### config.mk
export PLATFORM = sky130hd
export DESIGN_NAME = pulse_timer
export DESIGN_NICKNAME = d
export VERILOG_FILES = /design/src/rtl/pt_pkg.sv /design/src/rtl/pt_ctrl.sv /design/src/rtl/pt_datapath.sv /design/src/rtl/pulse_timer.sv
export SDC_FILE = /design/constraint.sdc
export NUM_CORES = 1
export LEC_CHECK = 0
export ABC_AREA = 0
export BUFFER_PORTS_ARGS = -buffer_cell sky130_fd_sc_hd__buf_2
export CORE_UTILIZATION = 29
export CTS_BUF_LIST = sky130_fd_sc_hd__clkbuf_8
export DETAILED_ROUTE_END_ITERATION = 12
export PLACE_DENSITY_LB_ADDON = 0.12
export SETUP_SLACK_MARGIN = 0.3
export SLEW_MARGIN = 0
export SYNTH_ARGS = -nofsm -noshare
export SYNTH_HDL_FRONTEND = slang
export SYNTH_SLANG_ARGS = --single-unit
### constraint.sdc
create_clock -name clk -period 2.44 [get_ports clk]
set_input_delay 0.61 -clock clk [delete_from_list [all_inputs] [get_ports clk]]
set_output_delay 0.61 -clock clk [all_outputs]
set_load 0.01 [all_outputs]
### src/rtl/pt_pkg.sv
`timescale 1ns/1ps
package pt_pkg;
  localparam int CNT_W  = 16;
  localparam int BYTE_W = 8;
  localparam int ADDR_W = 3;
  localparam int PRE_W  = 3;

  localparam logic [CNT_W-1:0] RESTART_VAL = {CNT_W{1'b1}} - CNT_W'(3);
  localparam logic [CNT_W-1:0] CAPTURE_VAL = {CNT_W{1'b1}} - CNT_W'(2);

  localparam logic [ADDR_W-1:0] A_CFG  = 3'd0;
  localparam logic [ADDR_W-1:0] A_STAT = 3'd1;
  localparam logic [ADDR_W-1:0] A_CAPH = 3'd2;
  localparam logic [ADDR_W-1:0] A_CAPL = 3'd3;
  localparam logic [ADDR_W-1:0] A_CMPH = 3'd4;
  localparam logic [ADDR_W-1:0] A_CMPL = 3'd5;
  localparam logic [ADDR_W-1:0] A_CNTH = 3'd6;
  localparam logic [ADDR_W-1:0] A_CNTL = 3'd7;

  typedef struct packed {
    logic tick;
    logic trigRestart;
    logic trigCapture;
    logic cmpHiWr;
    logic cmpLoWr;
  } ptStrobe_t;

  typedef struct packed {
    logic [1:0] clkSel;
    logic       irqEn;
    logic       riseSel;
    logic       levelEnd;
    logic       levelStart;
    logic       outEn;
    logic       oneShot;
  } ptCfg_t;
endpackage

### src/rtl/pt_ctrl.sv
`timescale 1ns/1ps
module pt_ctrl
  import pt_pkg::*;
#(
  parameter int SYNC_STAGES = 2
) (
  input  logic              clk,
  input  logic              rstN,
  input  logic              extClk,
  input  logic              capIn,
  input  logic [ADDR_W-1:0] addr,
  input  logic              wrEn,
  input  logic              rdEn,
  input  logic [BYTE_W-1:0] wrData,
  input  logic [CNT_W-1:0]  count,
  input  logic [CNT_W-1:0]  capReg,
  input  logic [CNT_W-1:0]  cmpReg,
  output ptStrobe_t         strb,
  output ptCfg_t            cfg,
  output logic              capFlag,
  output logic              clrArmed,
  output logic [BYTE_W-1:0] rdData,
  output logic              irq
);
  localparam int SH_W = SYNC_STAGES + 1;

  logic [SH_W-1:0]  capSh, extSh;
  logic             trig, extEdge, capLAccess, statusRead;
  logic [PRE_W-1:0] preCnt, preLimit;

  always_ff @(posedge clk or negedge rstN)
    if (!rstN) begin
      capSh <= '0;
      extSh <= '0;
    end else begin
      capSh <= {capSh[SH_W-2:0], capIn};
      extSh <= {extSh[SH_W-2:0], extClk};
    end

  assign trig    = cfg.riseSel ? (capSh[SH_W-2] & ~capSh[SH_W-1])
                               : (~capSh[SH_W-2] & capSh[SH_W-1]);
  assign extEdge = extSh[SH_W-2] & ~extSh[SH_W-1];

  always_comb
    case (cfg.clkSel)
      2'b00:   preLimit = PRE_W'(1);
      2'b01:   preLimit = PRE_W'(3);
      default: preLimit = PRE_W'(7);
    endcase

  always_ff @(posedge clk or negedge rstN)
    if (!rstN)                    preCnt <= '0;
    else if (strb.trigRestart)    preCnt <= '0;
    else if (preCnt >= preLimit)  preCnt <= '0;
    else                          preCnt <= preCnt + PRE_W'(1);

  assign strb.tick        = (cfg.clkSel == 2'b11) ? extEdge : (preCnt == preLimit);
  assign strb.trigRestart = trig & cfg.oneShot;
  assign strb.trigCapture = trig;
  assign strb.cmpHiWr     = wrEn && (addr == A_CMPH);
  assign strb.cmpLoWr     = wrEn && (addr == A_CMPL);

  assign capLAccess = (wrEn || rdEn) && (addr == A_CAPL);
  assign statusRead = rdEn && (addr == A_STAT);

  always_ff @(posedge clk or negedge rstN)
    if (!rstN)                          cfg <= '0;
    else if (wrEn && (addr == A_CFG))   cfg <= ptCfg_t'(wrData);

  always_ff @(posedge clk or negedge rstN)
    if (!rstN)                          capFlag <= 1'b0;
    else if (trig)                      capFlag <= 1'b1;
    else if (capLAccess && clrArmed)    capFlag <= 1'b0;

  always_ff @(posedge clk or negedge rstN)
    if (!rstN)                          clrArmed <= 1'b0;
    else if (trig || capLAccess)        clrArmed <= 1'b0;
    else if (statusRead && capFlag)     clrArmed <= 1'b1;

  always_comb
    case (addr)
      A_CFG:   rdData = BYTE_W'(cfg);
      A_STAT:  rdData = {{(BYTE_W-1){1'b0}}, capFlag};
      A_CAPH:  rdData = capReg[CNT_W-1:BYTE_W];
      A_CAPL:  rdData = capReg[BYTE_W-1:0];
      A_CMPH:  rdData = cmpReg[CNT_W-1:BYTE_W];
      A_CMPL:  rdData = cmpReg[BYTE_W-1:0];
      A_CNTH:  rdData = count[CNT_W-1:BYTE_W];
      default: rdData = count[BYTE_W-1:0];
    endcase

  assign irq = capFlag & cfg.irqEn;
endmodule

### src/rtl/pt_datapath.sv
`timescale 1ns/1ps
module pt_datapath
  import pt_pkg::*;
(
  input  logic              clk,
  input  logic              rstN,
  input  ptStrobe_t         strb,
  input  logic [BYTE_W-1:0] wrData,
  input  logic              levelStart,
  input  logic              levelEnd,
  input  logic              outEn,
  output logic [CNT_W-1:0]  count,
  output logic [CNT_W-1:0]  capReg,
  output logic [CNT_W-1:0]  cmpReg,
  output logic              pulseOut
);
  logic level, passMatch;

  always_ff @(posedge clk or negedge rstN)
    if (!rstN)                  count <= '0;
    else if (strb.trigRestart)  count <= RESTART_VAL;
    else if (strb.tick)         count <= count + CNT_W'(1);

  always_ff @(posedge clk or negedge rstN)
    if (!rstN)                  capReg <= '0;
    else if (strb.trigRestart)  capReg <= CAPTURE_VAL;
    else if (strb.trigCapture)  capReg <= count;

  always_ff @(posedge clk or negedge rstN)
    if (!rstN) cmpReg <= '0;
    else begin
      if (strb.cmpHiWr) cmpReg[CNT_W-1:BYTE_W] <= wrData;
      if (strb.cmpLoWr) cmpReg[BYTE_W-1:0]     <= wrData;
    end

  assign passMatch = strb.tick && (count == cmpReg);

  always_ff @(posedge clk or negedge rstN)
    if (!rstN)                  level <= 1'b0;
    else if (strb.trigRestart)  level <= levelStart;
    else if (passMatch)         level <= levelEnd;

  assign pulseOut = outEn & level;
endmodule

### src/rtl/pulse_timer.sv
`timescale 1ns/1ps
module pulse_timer
  import pt_pkg::*;
(
  input  logic              clk,
  input  logic              rstN,
  input  logic              extClk,
  input  logic              capIn,
  input  logic [ADDR_W-1:0] addr,
  input  logic              wrEn,
  input  logic              rdEn,
  input  logic [BYTE_W-1:0] wrData,
  output logic [BYTE_W-1:0] rdData,
  output logic              pulseOut,
  output logic              irq
);
  ptStrobe_t        strb;
  ptCfg_t           cfg;
  logic             capFlag, clrArmed;
  logic [CNT_W-1:0] count, capReg, cmpReg;

  pt_ctrl #(.SYNC_STAGES(2)) u_ctrl (
    .clk(clk), .rstN(rstN), .extClk(extClk), .capIn(capIn),
    .addr(addr), .wrEn(wrEn), .rdEn(rdEn), .wrData(wrData),
    .count(count), .capReg(capReg), .cmpReg(cmpReg),
    .strb(strb), .cfg(cfg), .capFlag(capFlag), .clrArmed(clrArmed),
    .rdData(rdData), .irq(irq)
  );

  pt_datapath u_dp (
    .clk(clk), .rstN(rstN), .strb(strb), .wrData(wrData),
    .levelStart(cfg.levelStart), .levelEnd(cfg.levelEnd), .outEn(cfg.outEn),
    .count(count), .capReg(capReg), .cmpReg(cmpReg), .pulseOut(pulseOut)
  );
endmodule

Word-level counts from Yosys, hierarchy flattened --
Cells that the tools add are included.
Operators by class: multiplexer cells 16, multiply operators 0, div/mod/pow operators 0, reduce and logical (&&, ||, !) cells 17, magnitude comparators 1, bitwise operators 9, equality and inequality tests 10, $add $sub $neg 2, shift operators 0
Operators by type and width (count):
- 16-bit two-way mux | 4
- 8-bit one-hot mux with 7 select lines | 1
- 16-bit by 1-bit adder with 16-bit output, second input constant | 1
- 16-bit == test | 1
- 2-bit nonzero test | 5
- 3-bit == test, second input constant | 3
- 1-bit logical AND | 8
- 1-bit two-way mux | 8
- 1-bit AND | 6
- 3-bit by 2-bit == test with 1-bit output, second input constant | 2
- 3-bit two-way mux | 2
- 3-bit one-hot mux with 2 select lines | 1
- 3-bit by 1-bit adder with 3-bit output, second input constant | 1
- 3-bit by 1-bit == test with 1-bit output, second input constant | 1
- 3-bit == test | 1
- 3-bit >= comparator | 1
- 3-bit zero test | 1
- 1-bit inverter | 3
- 2-bit by 1-bit == test with 1-bit output, second input constant | 1
- 2-bit == test, second input constant | 1
- 2-bit zero test | 1
- 1-bit logical OR | 2
Storage, ports and cells: output and inout bits 10, bits in writable memories 0, register bits after elaboration 68, latch bits 0, memory bits (read-only) 0, memories 0, bits of input ports 17

Longest topological paths before layout --
Gate-level depths: netlist (run 1).
depth after elaboration 7, gate-level depth with buffers 8

Modules after synthesis --
A second synthesis (run 1) with hierarchy kept.
Unflattened totals: cells, all modules 319, area, all modules 3636.0 um^2
By module, submodules not included:
- pt_datapath | times used 1, cells an instance 195, area an instance 2296.0 um^2
- pt_ctrl | times used 1, cells an instance 124, area an instance 1340.0 um^2

Worst setup path after synthesis (run 1) --
Ideal clock, no wire load.
path type input -> output, from in addr[2], to out rdData[0], buffers on the path 2, arrival time 1.649 ns, setup slack 0.181 ns, data required time 1.830 ns, stages on the path 6, cell sequence buf_2 > buf_2 > o21ai_1 > o22ai_1 > o21ai_0 > a21oi_1
Between the ends: cells in the longest elaborated chain, start to end 2, elaborated cells on any way between the ends 8, those cells by class eq/ne: 6; mux: 1; reduce/logical: 1
RTL lines:
- start, declared | line pulse_timer.sv:9 | input logic [ADDR_W-1:0] addr,
- 3-bit == test (tied with other cells) | line pt_ctrl.sv:81 | case (addr)
- 8-bit one-hot mux with 7 select lines * | line pt_ctrl.sv:81
- end, declared | line pulse_timer.sv:13 | output logic [BYTE_W-1:0] rdData,
Every way passes the cells marked *; elsewhere a longest branch is shown, timed or not.

Final worst setup path (run 1) --
from in addr[0], to out rdData[0]
Same word-level chain as after synthesis.

==> run summary, run 1 <==
Avg Vias per Cell - 5.00
WP data required - 1.83 ns
# placed instances - 514
Post-DP HPWL - 6510 microns
initial antenna violation count - 0
Rows - 40
Clock Skew - 0.00883 ns
die width - 113 microns
final count of hold timing violations - 0
Num CTS Buffers - 9
drt wl/cell - 17.8 microns
Worst Setup Start Kind - input pin
clock tree root driver cell - clkbuf_8
GRT overflow - 0
gr usage total - 0.164
pin count of the biggest net entering global routing - 69
Final #Nets - 408
Worst-path clk slew - 0.07 ns
initial DRC count - 83
Leak - 0.00180 uW
Net Sw Power - 1690 uW
gpl congestion - 0.807
final WL - 9580 microns
peak supply drop - 0.407 mV
CTS tree - built
clk buf depth - 2
DRC viols - 0
final hold slack - 0.257 ns
top post-synthesis cells by area - dfrtp_1, mux2_2, nor2_1
Post-Synthesis Cell Area - 0.00356 sq mm
Worst Path Arrival - 1.75 ns
Via Count - 2693
synth unique cells - 47
# diodes - 0
core area - 0.0120 sq mm
Yosys warnings - 0
crit share post-route - 0.966
first-pass GRT wire length - 15300 microns
clock power share - 0.212
H-Tree Depth - 3
Slew Limit Fails - 0
Mapped Cells - 338
share of cells above drive strength 1 - 0.291
largest fanout on the critical path - 7
Detail Route Antenna Nets - 0
critical path class - in -> out
Hold Crit Class - in -> async
num ports - 27
Least-Margin Pin Slew - 0.501 ns
fmax - 0.424 GHz
Finished Layout Cells - 539
Initial Util - 0.297
Skew-Pair Late Insertion Delay - 0.36 ns
Power Internal - 2690 uW
nature of the critical path endpoint - primary output
DR pass1 iterations - 4
PD cells - 997 mW/mm^2
fin util - 0.366
Die Area - 0.0127 sq mm
Power Total - 4390 uW
register area share after synthesis - 0.478
Mapped Nets - 359
vias in the first global route - 2712
setup TNS - 0 ns
max cap viols - 0
port bufs - 26
synthesized flop and latch total - 68
Synth top area share - 0.478
RSZ-0062 raised after global routing - yes
Slew HR - 0.665
Tmin final - 2.36 ns
Net Sw Frac - 0.386
endpoints failing setup - 0
Comb pwr share - 0.356
post-synth top area cell - dfrtp_1
syn_area_per_cell - 10.5 sq um
clk sinks - 68
Die Ht - 113 microns
status - finished clean
Syn-to-layout area delta - 23.5%
Flop pwr share - 0.432
[power groups by stage]
stage               clock (uW)  sequential, uW  combinational (uW)
floorplan                    0            1700                1130
global placement             0            1900                1450
detailed placement           0            1890                1470
CTS                        962            1890                1540
global route              1010            1950                1750
finish                     930            1890                1560
[critical path, cell delays in order]
cell	delay, ns
buf_12	0.11
buf_12	0.13
and3b_1	0.17
a31oi_1	0.15
o22ai_1	0.12
a221oi_1	0.23
a21oi_1	0.08
buf_2	0.15
[final timing paths]
| path | end | slack [ns] | cells after the start | start |
|---|---|---|---|---|
| worst max-delay path | rdData[0] | 0.08 | 8 | addr[0] |
| worst min register to register | u_ctrl.extSh[1]$_DFF_PN0_ | 0.36 | 0 | u_ctrl.extSh[0]$_DFF_PN0_ |
| min in group clk | u_ctrl.capSh[0]$_DFF_PN0_ | 0.35 | 1 | capIn |
| max in group asynchronous | u_dp.count[9]$_DFFE_PN0P_ | 1.88 | 2 | rstN |
| worst max register to register | u_dp.level$_DFFE_PN0P_ | 0.46 | 7 | u_ctrl.cfg[7]$_DFFE_PN0P_ |
| worst min-delay path | u_dp.capReg[5]$_DFFE_PN0P_ | 0.26 | 2 | rstN |
[sequential cells by signal (all words and copies together) (netlist names)]
name             count
u_ctrl.capSh         3
u_ctrl.preCnt        3
u_dp.capReg         16
u_dp.cmpReg         16
u_dp.count          16
u_ctrl.extSh         3
u_ctrl.cfg           8
u_dp.level           1
u_ctrl.capFlag       1
u_ctrl.clrArmed      1
[synthesized netlist by cell type, drive strengths merged]
cell	count
dfrtp	68
nor2	42
mux2	28
a21oi	27
nand2	21
xor2	17
o21ai	15
buf	12
mux2i	12
nand3	11
xnor2	11
nand4	9
clkbuf	8
inv	7
and3	5
nand2b	5
ha	4
and2	3
mux4	3
o22a	3
o22ai	3
a22oi	2
nand3b	2
nand4b	2
nor3	2
nor4	2
o32ai	2
or3	2
a21o	1
a221oi	1
a311oi	1
a31oi	1
a32oi	1
and3b	1
and4	1
nor4b	1
nor4bb	1
o311ai	1
[cells in the final DEF, fill, tap and decap left out, drive strengths merged, types with 3 or more instances in the layout]
cell type	n
nand2b	5
nand3	11
a21oi	27
mux2	28
clkinv	4
clkbuf	9
nor2	42
nand2	21
and2	3
xnor2	11
mux4	3
dfrtp	68
o21ai	15
and3	5
o22a	3
ha	4
nand4	9
mux2i	12
xor2	17
o22ai	3
inv	8
buf	58
[cell families (layout without fill, tap and decap cells)]
group | Yosys count | count (layout) | share of synthesized area
muxes | 43 | 43 | 0.145
adders and majority gates | 4 | 4 | 0.0141
AOI/OAI and AO/OA | 58 | 58 | 0.0962
buffers and inverters | 27 | 81 | 0.0372
xor gates and xnor gates | 28 | 28 | 0.0688
and+or+nand+nor | 110 | 110 | 0.161
DFF | 68 | 68 | 0.478
[cell type report]
cell class              count  area [sq um]
inverters                   7          26.3
clock buffers               9           124
well taps                 147           184
multi-input cells         243          1810
repair buffers             58           485
flip-flops and latches     68          1700
fillers                  1216          7610
clock inverters             7          68.8
[metal layers]
metal,track usage,part of all wire,up-vias
met5,0,0,-
met2,0.258,0.47,43
met4,0.0542,0.015,0
met1,0.220,0.48,1346
met3,0.0439,0.037,10
li1,-,-,1294
[through the flow]
step	worst slack, ns	cell area, sq um
finish	0.0840	4400
global placement	0.0371	3970
floorplan	0.306	3570
global route	0.0501	4400
CTS	0.111	4340
detailed placement	0.0242	3970
[repair_timing]
item	4_1_cts	5_1_grt
buffers inserted	4	4
endpoints found under the setup margin	8	14
pin swaps	8	4
resized for setup	28	7
hold buffers	0	0
gates cloned	1	0
hold endpoints to repair	0	0
Power figures use the tool's default switching activity.
==> run 2, diff against run 1 <==
Settings changed: CORE_ASPECT_RATIO set to 0.7, MAX_ROUTING_LAYER set to met4.
==> run summary, run 2 (same netlist as run 1, synthesis figures left out) <==
status - finished clean
Syn-to-layout area delta - 24.3%
Detail Route Antenna Nets - 0
Crit-path slowest cell - and3b_1
Comb pwr share - 0.351
Die Ht - 94.7 microns
gr usage total - 0.174
initial antenna violation count - 0
hold buffer count at CTS - 0
Num CTS Buffers - 9
endpoints failing setup - 0
vias in the first global route - 2698
port bufs - 26
Flop pwr share - 0.419
Die Area - 0.0127 sq mm
dpl cell area - 0.00401 sq mm
final count of hold timing violations - 0
finished layout cell area - 0.00443 sq mm
DR pass1 iterations - 4
Power Internal - 2830 uW
core area - 0.0119 sq mm
Net Sw Frac - 0.378
Final #Nets - 415
top cell family by delay on the critical path - compound AO/OA/AOI/OAI gates
DRC viols - 0
biggest regs - u_dp.capReg (16), u_dp.cmpReg (16), u_dp.count (16)
WP data required - 1.83 ns
pin count of the biggest net entering global routing - 39
commonest non-fill, non-tap cell in the layout - dfrtp_1
Worst-path clk slew - 0.08 ns
Power Total - 4550 uW
clock power share - 0.230
Skew-Pair Late Insertion Delay - 0.35 ns
gpl congestion - 0.806
die width - 134 microns
# placed instances - 527
initial DRC count - 202
Worst Path Arrival - 1.64 ns
Initial Util - 0.301
H-Tree Depth - 3
WP buf/inv - 2
GRT overflow - 0
Slew Limit Fails - 0
Slew HR - 0.616
Post-DP HPWL - 7150 microns
Worst Setup Start Kind - input pin
worst setup margin - 0.190 ns
Rows - 33
pre-CTS setup slack - -0.0285 ns
fmax - 0.444 GHz
crit-path cells - buf_12, and3b_1, a31oi_1, o22ai_1, o21ai_0, a21oi_1, buf_2
number of fill cells - 1204
clock tree root driver cell - clkbuf_8
critical path class - in -> out
Hold Crit Class - in -> async
final WL - 9880 microns
Finished Layout Cells - 556
first-pass GRT wire length - 15700 microns
clk sinks - 68
Tmin final - 2.25 ns
PD cells - 1030 mW/mm^2
num ports - 27
most frequent cells in the layout - dfrtp_1, nor2_1, buf_4
max cap viols - 0
peak supply drop - 0.409 mV
Least-Margin Pin Slew - 0.575 ns
Via Count - 2744
final hold slack - 0.237 ns
# diodes - 0
Leak - 0.00182 uW
share of cells above drive strength 1 - 0.303
Clock Skew - 0.0129 ns
Slowest Stage Delay on Critical Path - 0.23 ns
RSZ-0062 raised after global routing - yes
Net Sw Power - 1720 uW
nature of the critical path endpoint - primary output
drt wl/cell - 17.8 microns
clk buf depth - 2
largest fanout on the critical path - 7
crit share post-route - 0.922
CTS tree - built
Avg Vias per Cell - 4.94
run 2: layout make-up:
class                      instances  area (sq um)  area share
multi-input combinational        243          1780       0.403
sequential                        68          1710       0.385
timing repair buffer              65           494       0.112
tap                              157           196      0.0444
clock buffer                       9           124      0.0280
clock inverter                     7          98.8      0.0223
inverter                           7          26.3     0.00593
run 2: layer usage:
metal | wire, microns | GRT usage | up-vias
met5 | 0 | - | -
met4 | 108 | 0.0487 | 0
met3 | 676 | 0.0424 | 9
met2 | 3900 | 0.226 | 79
met1 | 5200 | 0.262 | 1354
li1 | - | - | 1302
run 2: worst paths after layout:
kind	start	endpoint	cells past startpoint	slack [ns]
max in group asynchronous	rstN	u_dp.cmpReg[7]$_DFFE_PN0P_	2	1.61
min in group clk	capIn	u_ctrl.capSh[0]$_DFF_PN0_	1	0.35
max reg2reg	u_ctrl.cfg[7]$_DFFE_PN0P_	u_dp.count[12]$_DFFE_PN0P_	8	0.44
min	rstN	u_dp.capReg[0]$_DFFE_PN0P_	1	0.24
max	addr[2]	rdData[0]	7	0.19
min reg2reg	u_ctrl.capSh[0]$_DFF_PN0_	u_ctrl.capSh[1]$_DFF_PN0_	0	0.35
run 2: timing repair:
| item | 4_1_cts | 5_1_grt |
|---|---|---|
| endpoints found under the setup margin | 8 | 11 |
| setup buffers | 7 | 6 |
| hold endpoints to repair | 0 | 0 |
| pin swaps | 7 | 4 |
| gates cloned | 0 | 0 |
| resized for setup | 22 | 7 |
run 2: power groups by stage:
stage	Sequential [uW]	Clock (uW)	Combinational, uW
after CTS	1900	1080	1550
after floorplan	1700	0	1130
after global placement	1920	0	1460
final	1910	1050	1600
after detailed placement	1910	0	1480
after global routing	1960	1140	1770
run 2: through the flow:
stage          utilization  TNS [ns]
3_3_place_gp         0.338  -0.00109
2_1_floorplan            -         0
5_1_grt              0.374         0
3_5_place_dp         0.338   -0.0617
6_report             0.374         0
4_1_cts              0.368         0
